$ cat config.mk
export PLATFORM = sky130hd
export DESIGN_NAME = ars_unit
export DESIGN_NICKNAME = d
export VERILOG_FILES = /design/src/rtl/ars_pkg.sv /design/src/rtl/ars_shift_lane.sv /design/src/rtl/ars_flag_gen.sv /design/src/rtl/ars_status_merge.sv /design/src/rtl/ars_unit.sv
export SDC_FILE = /design/constraint.sdc
export NUM_CORES = 1
export LEC_CHECK = 0
export BUFFER_PORTS_ARGS = -buffer_cell sky130_fd_sc_hd__buf_2
export CAP_MARGIN = 20
export CORE_MARGIN = 10
export CORE_UTILIZATION = 35
export DETAILED_ROUTE_END_ITERATION = 12
export PLACE_DENSITY = 0.65
export SLEW_MARGIN = 0
export SYNTH_ARGS = -nofsm -noshare
export SYNTH_HDL_FRONTEND = slang
export SYNTH_SLANG_ARGS = --single-unit
$ cat constraint.sdc
create_clock -name clk -period 1.1 [get_ports clk]
set_input_delay 0.11 -clock clk [delete_from_list [all_inputs] [get_ports clk]]
set_output_delay 0.11 -clock clk [all_outputs]
set_load 0.1 [all_outputs]
$ cat src/rtl/ars_pkg.sv
package ars_pkg;
  typedef struct packed {
    logic neg;
    logic zero;
    logic carry;
  } ars_flags_t;
endpackage

$ cat src/rtl/ars_shift_lane.sv
module ars_shift_lane #(
  parameter int DATA_W = 16,
  parameter int BYTE_W = 8
) (
  input  logic [DATA_W-1:0] operand,
  input  logic              byte_mode,
  input  logic              reg_dst,
  output logic [DATA_W-1:0] shifted
);
  for (genvar i = 0; i < DATA_W; i++) begin : g_bit
    logic word_bit;
    logic byte_bit;
    if (i == DATA_W - 1) begin : g_wtop
      assign word_bit = operand[i];
    end else begin : g_wmid
      assign word_bit = operand[i+1];
    end
    if (i == BYTE_W - 1) begin : g_btop
      assign byte_bit = operand[i];
    end else if (i < BYTE_W - 1) begin : g_bmid
      assign byte_bit = operand[i+1];
    end else begin : g_bup
      assign byte_bit = reg_dst ? 1'b0 : operand[i];
    end
    assign shifted[i] = byte_mode ? byte_bit : word_bit;
  end
endmodule

$ cat src/rtl/ars_flag_gen.sv
module ars_flag_gen
  import ars_pkg::*;
#(
  parameter int DATA_W = 16,
  parameter int BYTE_W = 8
) (
  input  logic [DATA_W-1:0] shifted,
  input  logic              lsb_out,
  input  logic              byte_mode,
  output ars_flags_t        flags
);
  logic zero_word, zero_byte;
  assign zero_word = ~|shifted;
  assign zero_byte = ~|shifted[BYTE_W-1:0];

  always_comb begin
    flags.carry = lsb_out;
    flags.zero  = byte_mode ? zero_byte : zero_word;
    flags.neg   = byte_mode ? shifted[BYTE_W-1] : shifted[DATA_W-1];
  end
endmodule

$ cat src/rtl/ars_status_merge.sv
module ars_status_merge
  import ars_pkg::*;
#(
  parameter int DATA_W = 16,
  parameter int C_BIT  = 0,
  parameter int Z_BIT  = 1,
  parameter int N_BIT  = 2,
  parameter int V_BIT  = 8
) (
  input  logic [DATA_W-1:0] status_in,
  input  ars_flags_t        flags,
  output logic [DATA_W-1:0] status_out
);
  always_comb begin
    status_out        = status_in;
    status_out[C_BIT] = flags.carry;
    status_out[Z_BIT] = flags.zero;
    status_out[N_BIT] = flags.neg;
    status_out[V_BIT] = 1'b0;
  end
endmodule

$ cat src/rtl/ars_unit.sv
module ars_unit
  import ars_pkg::*;
#(
  parameter int DATA_W = 16,
  parameter int BYTE_W = 8,
  parameter int C_BIT  = 0,
  parameter int Z_BIT  = 1,
  parameter int N_BIT  = 2,
  parameter int V_BIT  = 8
) (
  input  logic              clk,
  input  logic              rst,
  input  logic              in_valid,
  input  logic              in_byte,
  input  logic              in_reg_dst,
  input  logic [DATA_W-1:0] in_operand,
  input  logic [DATA_W-1:0] in_status,
  output logic [DATA_W-1:0] out_result,
  output logic              out_wr_en,
  output logic [DATA_W-1:0] out_status
);
  logic [DATA_W-1:0] shifted_c;
  logic [DATA_W-1:0] status_c;
  ars_flags_t        flags_c;

  ars_shift_lane #(.DATA_W(DATA_W), .BYTE_W(BYTE_W)) u_lane (
    .operand   (in_operand),
    .byte_mode (in_byte),
    .reg_dst   (in_reg_dst),
    .shifted   (shifted_c)
  );

  ars_flag_gen #(.DATA_W(DATA_W), .BYTE_W(BYTE_W)) u_flags (
    .shifted   (shifted_c),
    .lsb_out   (in_operand[0]),
    .byte_mode (in_byte),
    .flags     (flags_c)
  );

  ars_status_merge #(
    .DATA_W(DATA_W), .C_BIT(C_BIT), .Z_BIT(Z_BIT), .N_BIT(N_BIT), .V_BIT(V_BIT)
  ) u_merge (
    .status_in  (in_status),
    .flags      (flags_c),
    .status_out (status_c)
  );

  always_ff @(posedge clk) begin
    if (rst) begin
      out_result <= '0;
      out_status <= '0;
      out_wr_en  <= 1'b0;
    end else begin
      out_wr_en <= in_valid & in_reg_dst;
      if (in_valid) begin
        out_result <= shifted_c;
        out_status <= status_c;
      end
    end
  end
endmodule

Word level (Yosys, flattened, before mapping)
Cells that the tools add are included.
{"block": "word_totals", "output_inout_bits": 33, "elab_cells": 27, "ff_bits": 32}
{"block": "classes", "mux": 19, "n_reduce_logical": 4, "n_bitwise": 1}
{"operator": "$mux W1", "count": 19}
{"operator": "$reduce_or A16 Y1", "count": 1}
{"operator": "$reduce_or A8 Y1", "count": 1}
{"operator": "$logic_not A1 Y1", "count": 2}
{"operator": "$and A1 B1 Y1", "count": 1}

Longest topological paths before layout
Gate-level depths: netlist of run 1.
{"block": "logic_depth", "depth_word": 5, "depth_mapped": 4}

Modules after synthesis
Synthesis of run 1 repeated with hierarchy kept, for this count alone.
{"block": "unflattened", "hier_cells": 157, "hier_area_um2": 1561.5}
{"module": "ars_unit", "area_per_inst_um2": 1197.4, "n_inst": 1, "cells_per_inst": 107, "seq_area_each_um2": 660.6}
{"module": "ars_shift_lane", "area_per_inst_um2": 183.9, "n_inst": 1, "cells_per_inst": 24, "seq_area_each_um2": 0.0}
{"module": "ars_status_merge", "area_per_inst_um2": 123.9, "n_inst": 1, "cells_per_inst": 17, "seq_area_each_um2": 0.0}
{"module": "ars_flag_gen", "area_per_inst_um2": 56.3, "n_inst": 1, "cells_per_inst": 9, "seq_area_each_um2": 0.0}

Least setup slack after synthesis of run 1
No wires, ideal clock.
{"block": "synth_path", "path_kind": "register to register", "start": "reg out_result[14] (netlist name)", "end": "reg out_result[14]", "slack_ns": -0.260, "required_time_ns": 1.012, "synth_period_minus_slack_ns": 1.360, "stages_incl_launch_ff": 3, "arrival_ns": 1.272, "path_buffers": 0, "cell_sequence": "dfxtp_1 > nor2_1 > a311oi_2"}
{"element": "to (signal assigned)", "line": "ars_unit.sv:56", "text": "out_result <= shifted_c;"}
{"element": "to (decl)", "line": "ars_unit.sv:18", "text": "output logic [DATA_W-1:0] out_result,"}

Final worst setup path of run 1
{"block": "layout_path", "start": "reg out_wr_en", "end": "out out_wr_en"}
{"element": "from (decl)", "line": "ars_unit.sv:19", "text": "output logic out_wr_en,"}
{"element": "from (signal assigned)", "line": "ars_unit.sv:54", "text": "out_wr_en <= in_valid & in_reg_dst;"}
No word-level cell between the ends.

==> reports/qor.yml, run 1 <==
status: "completed"
syn-num-nets: 169
cts_tree: "built"
finalSetupTns_ns: 0
placed_cell_area_um2: 2180
drcViolationCount: 0
hold_class: "in2reg"
cp-endpoint: "out_wr_en"
io_buffers: 64
syn-cell-area_um2: 1300
cpLargestDelayFamily: "flip-flops"
drive_gt1_share_pct: 56.1
area_delta_synth_final_pct: 74.8
num_rows: 22
r2r_cells: 2
drt_wl_total_um: 3590
root_buffer: "clkbuf_8"
dr_total_vias: 1118
track_usage_pct: 11.4
clk_pin_slew_ns: 0.07
yosys-top-cells-area: "dfxtp_1 (49%), mux2i_1 (15%), nor2_1 (8.3%), a311oi_1 (2.7%), a21oi_1 (2.3%)"
reg2reg_to: "out_result[7]"
power.density_nw_per_um2: 1480
grt_setup_unrepaired: "false"
avgViaCountPerCell: 4.58
critPathLaunchType: "flip-flop"
final_core_util_pct: 62.7
hold_buffers: 0
wl_per_cell_um: 14.7
synthesis.instances: 132
p_leak_nw: 1.00
crit_chain: "buf_12"
crit_required_ns: 0.99
gp_congestion: 0.734
final-setup-viol-count: 0
ios: 70
cts_buffer_depth: 2
firstDrtPassIters: 3
crit_fanout: 1
worst-path-buf-inv: 1
ys_types: 27
min_period_ns: 0.940
cp-startpoint: "out_wr_en"
synth_top_area_share_pct: 49.1
finalPower_mw: 3.36
die_h_um: 81.0
finalNonFillerCells: 244
postCtsSetupBuffers: 0
maxCapViolCount: 0
skew_ns: 0
final_nets: 233
cp.depth: 1
ir_worst_vdd_mv: 0.805
fmax_mhz: 1060
dr.first_iter.drc_count: 58
finalHoldViolCount: 0
place_inst: 237
yosysWarnings: 0
ctsResizeCount: 0
r2r_slack_ns: 0.38
cts_made_buffers: 5
worstSkewPairLatency_ns: 0.28
worstHoldStart: "in_status[14]"
critPathKind: "reg2out"
ant_nets: 0
max_stage_delay_ns: 0.36
synth_seq_cells: 32
fill_cells: 312
start_util_pct: 35.9
grt_pass1_wl_um: 5830
slowest_stage: "dfxtp_1"
hpwl_um: 2920
die_area_um2: 6570
grt_max_degree: 24
overflow: 0
htreeDepth: 2
final_max_slew_viol_count: 0
fp.dieW_um: 81.0
arrival_ns: 0.83
clkSinkCount: 32
core-area_um2: 3630
antenna_found_initial: 0
grt_pass1_vias: 1210
num_antenna_cells: 0
fin_crit_sh_pct: 85.5
design_area_um2: 2280
cp-end-kind: "primary output"
r2r-start: "out_result[7]"
synth_top_area_cell: "dfxtp_1"
syn_avg_cell_area_um2: 9.88
synth_seq_area_share_pct: 49.1
==> final cells by class <==
class / count / area (µm²) / share of cell area [%]
inverters: 1 / 3.75 / 0.165
multi-input cells: 89 / 591 / 25.9
repair buffers: 67 / 848 / 37.2
clock buffers: 7 / 96.3 / 4.23
well taps: 48 / 60.1 / 2.64
flip-flops and latches: 32 / 679 / 29.8
==> layer usage <==
layer / vias to the layer above / part of all wire [%] / global-route usage [%]
li1: 576 / - / -
met4: 0 / 0.95 / 4.15
met3: 4 / 10 / 5.74
met2: 42 / 48 / 18.9
met5: - / 0 / 0
met1: 496 / 41 / 12.2
==> worst min-delay path by stage <==
| stage | cells after the start | slack, ns | endpoint |
|---|---|---|---|
| floorplan | 1 | 0.21 | out_status[1] |
| global placement | 3 | 0.34 | out_status[10] |
| detailed placement | 3 | 0.35 | out_status[14] |
| CTS | 3 | 0.05 | out_status[14] |
| global route | 3 | 0.07 | out_status[15] |
| finish | 3 | 0.06 | out_status[14] |
==> cells by family (layout without fill, tap and decap cells) <==
| logic type | count (synthesis) | after routing | synth area share [%] |
|---|---|---|---|
| AOI/OAI and AO/OA | 16 | 16 | 9.12 |
| buffers and inverters | 11 | 75 | 5.57 |
| DFF | 32 | 32 | 49.1 |
| muxes | 20 | 20 | 15.4 |
| other | 1 | 1 | 0.288 |
| and+or+nand+nor | 52 | 52 | 20.5 |
==> sequential cells by signal, summed over array words and instances (netlist names) <==
| signal | count |
|---|---|
| out_wr_en | 1 |
| out_status | 15 |
| out_result | 16 |
==> cells in the final DEF (no fill, tap or decap) <==
cell / n
nand2_1: 3
nor4_1: 2
nand2b_1: 3
buf_12: 34
nor3_1: 2
and2b_4: 1
a311oi_2: 1
nor2_1: 29
nand2b_4: 2
buf_2: 32
a211oi_1: 4
conb_1: 1
dfxtp_1: 1
a311oi_1: 4
a21oi_1: 6
and2_2: 1
nand3b_1: 2
nand3_1: 1
mux2i_1: 20
dfxtp_2: 31
inv_1: 1
nor2b_1: 2
clkbuf_8: 7
o32ai_1: 1
and2b_1: 3
buf_4: 1
nand4_1: 1
==> cells in the mapped netlist (all sizes together) <==
master and instances:
a21oi 6, nor3 2, o32ai 1, conb 1, dfxtp 32, nand2 3, nand4 1, and2 1
nor2b 2, nor4 2, nand3 1, nor2 29, a211oi 4, and2b 4, nand3b 2, inv 1
nand2b 5, buf 8, a311oi 5, clkbuf 2, mux2i 20
==> metrics by stage <==
stage	hold WS (ns)	worst slack (ns)
final	0.0649	0.160
after global routing	0.0724	0.129
after global placement	0.343	0.173
after detailed placement	0.353	0.146
after floorplan	0.206	0.0500
after CTS	0.0530	0.136
==> power by group <==
group          switching (mW)  internal [mW]  leakage [nW]
clock network           0.400          0.556        0.0503
logic                   0.688          0.401         0.679
registers              0.0714           1.25         0.275
total                    1.16           2.20          1.00
Power figures use the tool's default switching activity.
==> inputs of run 2 (changes only) <==
--- a/config.mk
+++ b/config.mk
@@ -5,12 +5,12 @@
 export SDC_FILE = /design/constraint.sdc
 export NUM_CORES = 1
 export LEC_CHECK = 0
+export ABC_AREA = 1
 export BUFFER_PORTS_ARGS = -buffer_cell sky130_fd_sc_hd__buf_2
 export CAP_MARGIN = 20
 export CORE_MARGIN = 10
 export CORE_UTILIZATION = 35
 export DETAILED_ROUTE_END_ITERATION = 12
-export PLACE_DENSITY = 0.65
 export SLEW_MARGIN = 0
 export SYNTH_ARGS = -nofsm -noshare
 export SYNTH_HDL_FRONTEND = slang
==> run 2 against run 1 <==
  * Worst hold slack worse by 0.019 ns
  * First-iteration DRC count increased by 38%
  * Setup slack gained 0.0064 ns
  * Register-to-register slack barely moved
  * Sequential share of layout area down 0.75 points
  * Clock power grew 30%
  * Critical path type unchanged
  * Critical endpoint unchanged
  * Largest cell class unchanged
  * Largest power group unchanged
==> reports/qor.yml, run 2 <==
status: "completed"
grt_max_degree: 23
die_h_um: 81.6
cpLargestDelayFamily: "flip-flops"
gp_congestion: 0.789
ant_nets: 0
worst-path-buf-inv: 1
hpwl_um: 3040
hold_class: "in2reg"
cts_buffer_depth: 2
pre_cts_ws_ns: 0.0195
skew_ns: 0
ys_types: 23
finalSetupTns_ns: 0
grt_pass1_vias: 1261
wl_per_cell_um: 13.3
final_max_slew_viol_count: 0
antenna_found_initial: 0
hold_buffers: 0
synth-edff-count: 0
synth_top_area_share_pct: 48.3
finalNonFillerCells: 299
ctsResizeCount: 0
whs_ns: 0.0455
fmax_mhz: 1070
start_util_pct: 36.3
htreeDepth: 2
p_leak_nw: 1.12
dr_total_vias: 1336
grt_setup_unrepaired: "false"
grt_pass1_wl_um: 6230
clkSinkCount: 32
min_period_ns: 0.934
core-area_um2: 3660
finalPower_mw: 3.75
syn-num-nets: 222
max_stage_delay_ns: 0.36
yosysWarnings: 0
yosys-top-cells-area: "dfxtp_1 (48%), nor2_1 (16%), o21ai_0 (10%), nand2_1 (5.9%), inv_1 (3.4%)"
finalHoldViolCount: 0
setup_ws_ns: 0.166
synth_ff_type: "dfxtp_1"
synth_seq_area_share_pct: 48.3
synth_most_common_cell: "nor2_1"
worstSkewPairLatency_ns: 0.28
cp.depth: 1
slowest_stage: "dfxtp_1"
postCtsSetupBuffers: 0
synthesis.instances: 185
root_buffer: "clkbuf_8"
final_nets: 287
cts_tree: "built"
maxCapViolCount: 0
crit_fanout: 1
clk_pin_slew_ns: 0.07
top_register: "out_result"
critPathKind: "reg2out"
cts_made_buffers: 5
cp-end-kind: "primary output"
hold_depth: 3
synth_top_area_cell: "dfxtp_1"
critPathLaunchType: "flip-flop"
design_area_um2: 2340
dr.first_iter.drc_count: 80
most-common-layout-cells: "nor2_1 (58), buf_2 (32), buf_12 (32), dfxtp_2 (31), o21ai_0 (27)"
track_usage_pct: 12.3
final_core_util_pct: 63.8
io_buffers: 64
synth.cells.most_frequent: "nor2_1 (58), dfxtp_1 (32), o21ai_0 (27)"
drt_wl_total_um: 3980
power.density_nw_per_um2: 1600
area_delta_synth_final_pct: 76.1
num_rows: 22
drcViolationCount: 0
crit_chain: "buf_12"
fin_crit_sh_pct: 84.9
final-setup-viol-count: 0
final_common_cell: "nor2_1"
overflow: 0
avgViaCountPerCell: 4.47
num_antenna_cells: 0
syn-cell-area_um2: 1330
die_area_um2: 6660
place_inst: 291
firstDrtPassIters: 4
r2r_cells: 4
synthArstFlopShare_pct: 0
largest_reg_flops: 16
ir_worst_vdd_mv: 0.767
drive_gt1_share_pct: 45.4
synth_seq_cells: 32
placed_cell_area_um2: 2210
reg_top3: "out_result: 16 flops, out_status: 15 flops, out_wr_en: 1 flops"
crit_required_ns: 0.99
arrival_ns: 0.82
ios: 70
fp.dieW_um: 81.6
syn_avg_cell_area_um2: 7.18
## run 2: cell types whose count changed after synthesis, sizes merged, moves of 6 or more
cell | before | now
nor2 | 29 | 58
clkbuf | 2 | 8
mux2i | 20 | 0
nand2 | 3 | 23
o21ai | 0 | 28
inv | 1 | 14
nand3 | 1 | 7
## run 2: layer usage
layer	vias up	share of wire (%)	track usage (%)	wire, µm
met2	39	46	17.9	1830
met1	580	40	14.0	1600
met5	-	0	0	0
met4	0	1.7	5.61	67
li1	710	-	-	-
met3	7	12	7.75	480
## run 2: cells by family after synthesis
logic type / share of synthesized area (%)
flops: 48.3
other cells: 0.282
buf+inv: 8.39
compound gates: 14.2
simple gates: 28.8
## run 2: tightest hold or removal path, stage by stage
cell,delay [ns]
buf_2,0.07
nor2_1,0.03
nor2_1,0.08
## run 2: report_power, final
part | total [mW] | switching (mW) | internal, mW
sequential | 1.33 | 0.0760 | 1.25
clock | 1.24 | 0.437 | 0.799
combinational | 1.19 | 0.779 | 0.406
## run 2: final timing paths
path	end	start	slack, ns
worst min register to register	out_status[1]	out_status[1]	0.50
worst max-delay path	out_wr_en	out_wr_en	0.17
worst min-delay path	out_status[15]	in_status[15]	0.05
worst max register to register	out_result[10]	out_result[10]	0.39
## run 2: area by class of cell
type,instances,area (µm²)
fillers,331,1320
clock inverters,1,30.0
flip-flops and latches,32,679
well taps,48,60.1
clock buffers,7,96.3
inverters,14,57.6
repair buffers,69,838
multi-input cells,128,576
==> inputs of run 3 (changes only) <==
==> constraint.sdc (replaced) <==
create_clock -name clk -period 0.9 [get_ports clk]
set_input_delay 0.09 -clock clk [delete_from_list [all_inputs] [get_ports clk]]
set_output_delay 0.09 -clock clk [all_outputs]
set_load 0.1 [all_outputs]
==> run 3 against run 2 <==
  * The flow now finishes with violations (negative setup slack)
  * Clock power fell by 15%
  * Register-to-register slack lost 0.23 ns
  * Count of clock-buffer cells in the layout did not move
  * Clock skew is the same
==> reports/qor.yml, run 3 (synthesized netlist as in run 2, its figures left out) <==
violations: "negative setup slack"
critPathKind: "reg2out"
root_buffer: "clkbuf_8"
clkSinkCount: 32
drive_gt1_share_pct: 47.1
hold_class: "in2reg"
reg_top3: "out_result: 16 flops, out_status: 15 flops, out_wr_en: 1 flops"
power.density_nw_per_um2: 1680
cp-end-kind: "primary output"
fp.dieW_um: 81.6
final-setup-viol-count: 5
htreeDepth: 2
most-common-layout-cells: "nor2_1 (58), buf_12 (34), buf_2 (31), dfxtp_4 (28), o21ai_0 (27)"
grt_pass1_wl_um: 6570
worst-path-buf-inv: 1
final_nets: 297
clk_pin_slew_ns: 0.06
critPathLaunchType: "flip-flop"
firstDrtPassIters: 4
area_delta_synth_final_pct: 85.8
setup_ws_ns: -0.00298
crit_fanout: 2
grt_pass1_vias: 1374
placed_cell_area_um2: 2370
max_stage_delay_ns: 0.36
status: "finished, violations left"
largest_reg_flops: 16
gp_congestion: 0.863
cts_made_buffers: 5
comb_power_share_pct: 36.2
swShare_pct: 37.8
clkPwrFrac_pct: 25.4
final_common_cell: "nor2_1"
skew_ns: 0
track_usage_pct: 12.6
cpLargestDelayFamily: "flip-flops"
slowest_stage: "dfxtp_4"
cts_tree: "built"
overflow: 0
intPower_mw: 2.57
antenna_found_initial: 0
min_period_ns: 0.903
finalPower_mw: 4.13
dr_total_vias: 1407
die_area_um2: 6660
fin_crit_sh_pct: 100
drt_wl_total_um: 4020
avgViaCountPerCell: 4.55
finalSetupTns_ns: -0.00814
hpwl_um: 3270
ir_worst_vdd_mv: 1.06
top_register: "out_result"
num_rows: 22
drcViolationCount: 0
cts_buffer_depth: 2
crit_required_ns: 0.81
ant_nets: 0
ios: 70
wl_per_cell_um: 13.0
grt_setup_unrepaired: "true"
num_antenna_cells: 0
pwr-share-seq_pct: 38.4
final_max_slew_viol_count: 0
finalHoldViolCount: 0
die_h_um: 81.6
design_area_um2: 2470
maxCapViolCount: 0
core-area_um2: 3660
p_leak_nw: 1.17
final_core_util_pct: 67.4
crit_chain: "buf_12"
dr.first_iter.drc_count: 78
worstSkewPairLatency_ns: 0.28
p_switching_mw: 1.56
grt_max_degree: 19
start_util_pct: 36.3
io_buffers: 64
fmax_mhz: 1110
arrival_ns: 0.81
-- run 3: cell types whose count changed in the layout (fill, tap and decap cells not counted), sizes merged --
cell / before / now
bufinv: 1 / 0
buf: 69 / 78
clkbuf: 7 / 8
clkinv: 0 / 1
-- run 3: metal layers --
metal	GRT usage [%]	part of all wire [%]	wire (µm)	up-vias
li1	-	-	-	731
met1	14.1	40	1620	619
met2	19.4	47	1910	49
met3	7.64	11	445	8
met4	4.08	1.2	48	0
met5	0	0	0	-
-- run 3: worst paths after layout --
kind                   from  cells after the start  slack, ns              to
min reg2reg   out_result[0]                      2       0.50   out_result[0]
max reg2reg  out_result[15]                      4       0.16  out_result[15]
min                     rst                      2      0.007   out_status[1]
max           out_result[0]                      1     -0.003   out_result[0]
-- run 3: final cells by class --
type,count,area (µm²)
repair buffers,79,941
fillers,300,1190
clock buffers,7,76.3
multi-input cells,128,576
well taps,48,60.1
clock inverters,1,5.00
inverters,14,57.6
flip-flops and latches,32,751
-- run 3: what timing repair did --
item | CTS | global route
gates resized for setup | 0 | 1
endpoints found under the setup margin | 31 | 33
buffers inserted | 1 | 0
hold buffers | 0 | 0
pin swaps | 0 | 0
cloned | 0 | 0
-- run 3: power by group through the flow --
stage                     clock [mW]  combinational, mW  sequential, mW
after floorplan                    0              0.247            2.25
after global placement             0               1.50            1.62
after detailed placement           0               1.50            1.62
after CTS                       1.08               1.51            1.59
after global routing            1.15               1.57            1.60
final                           1.05               1.50            1.59
-- run 3: stage by stage --
step | instances | setup slack, ns | hold WS [ns]
after floorplan | 185 | -0.0702 | 0.224
after detailed placement | 300 | -0.154 | 0.302
after CTS | 309 | -0.0155 | 0.000800
after global placement | 300 | -0.119 | 0.310
after global routing | 309 | -0.0312 | 0.00988
final | 309 | -0.00298 | 0.00686
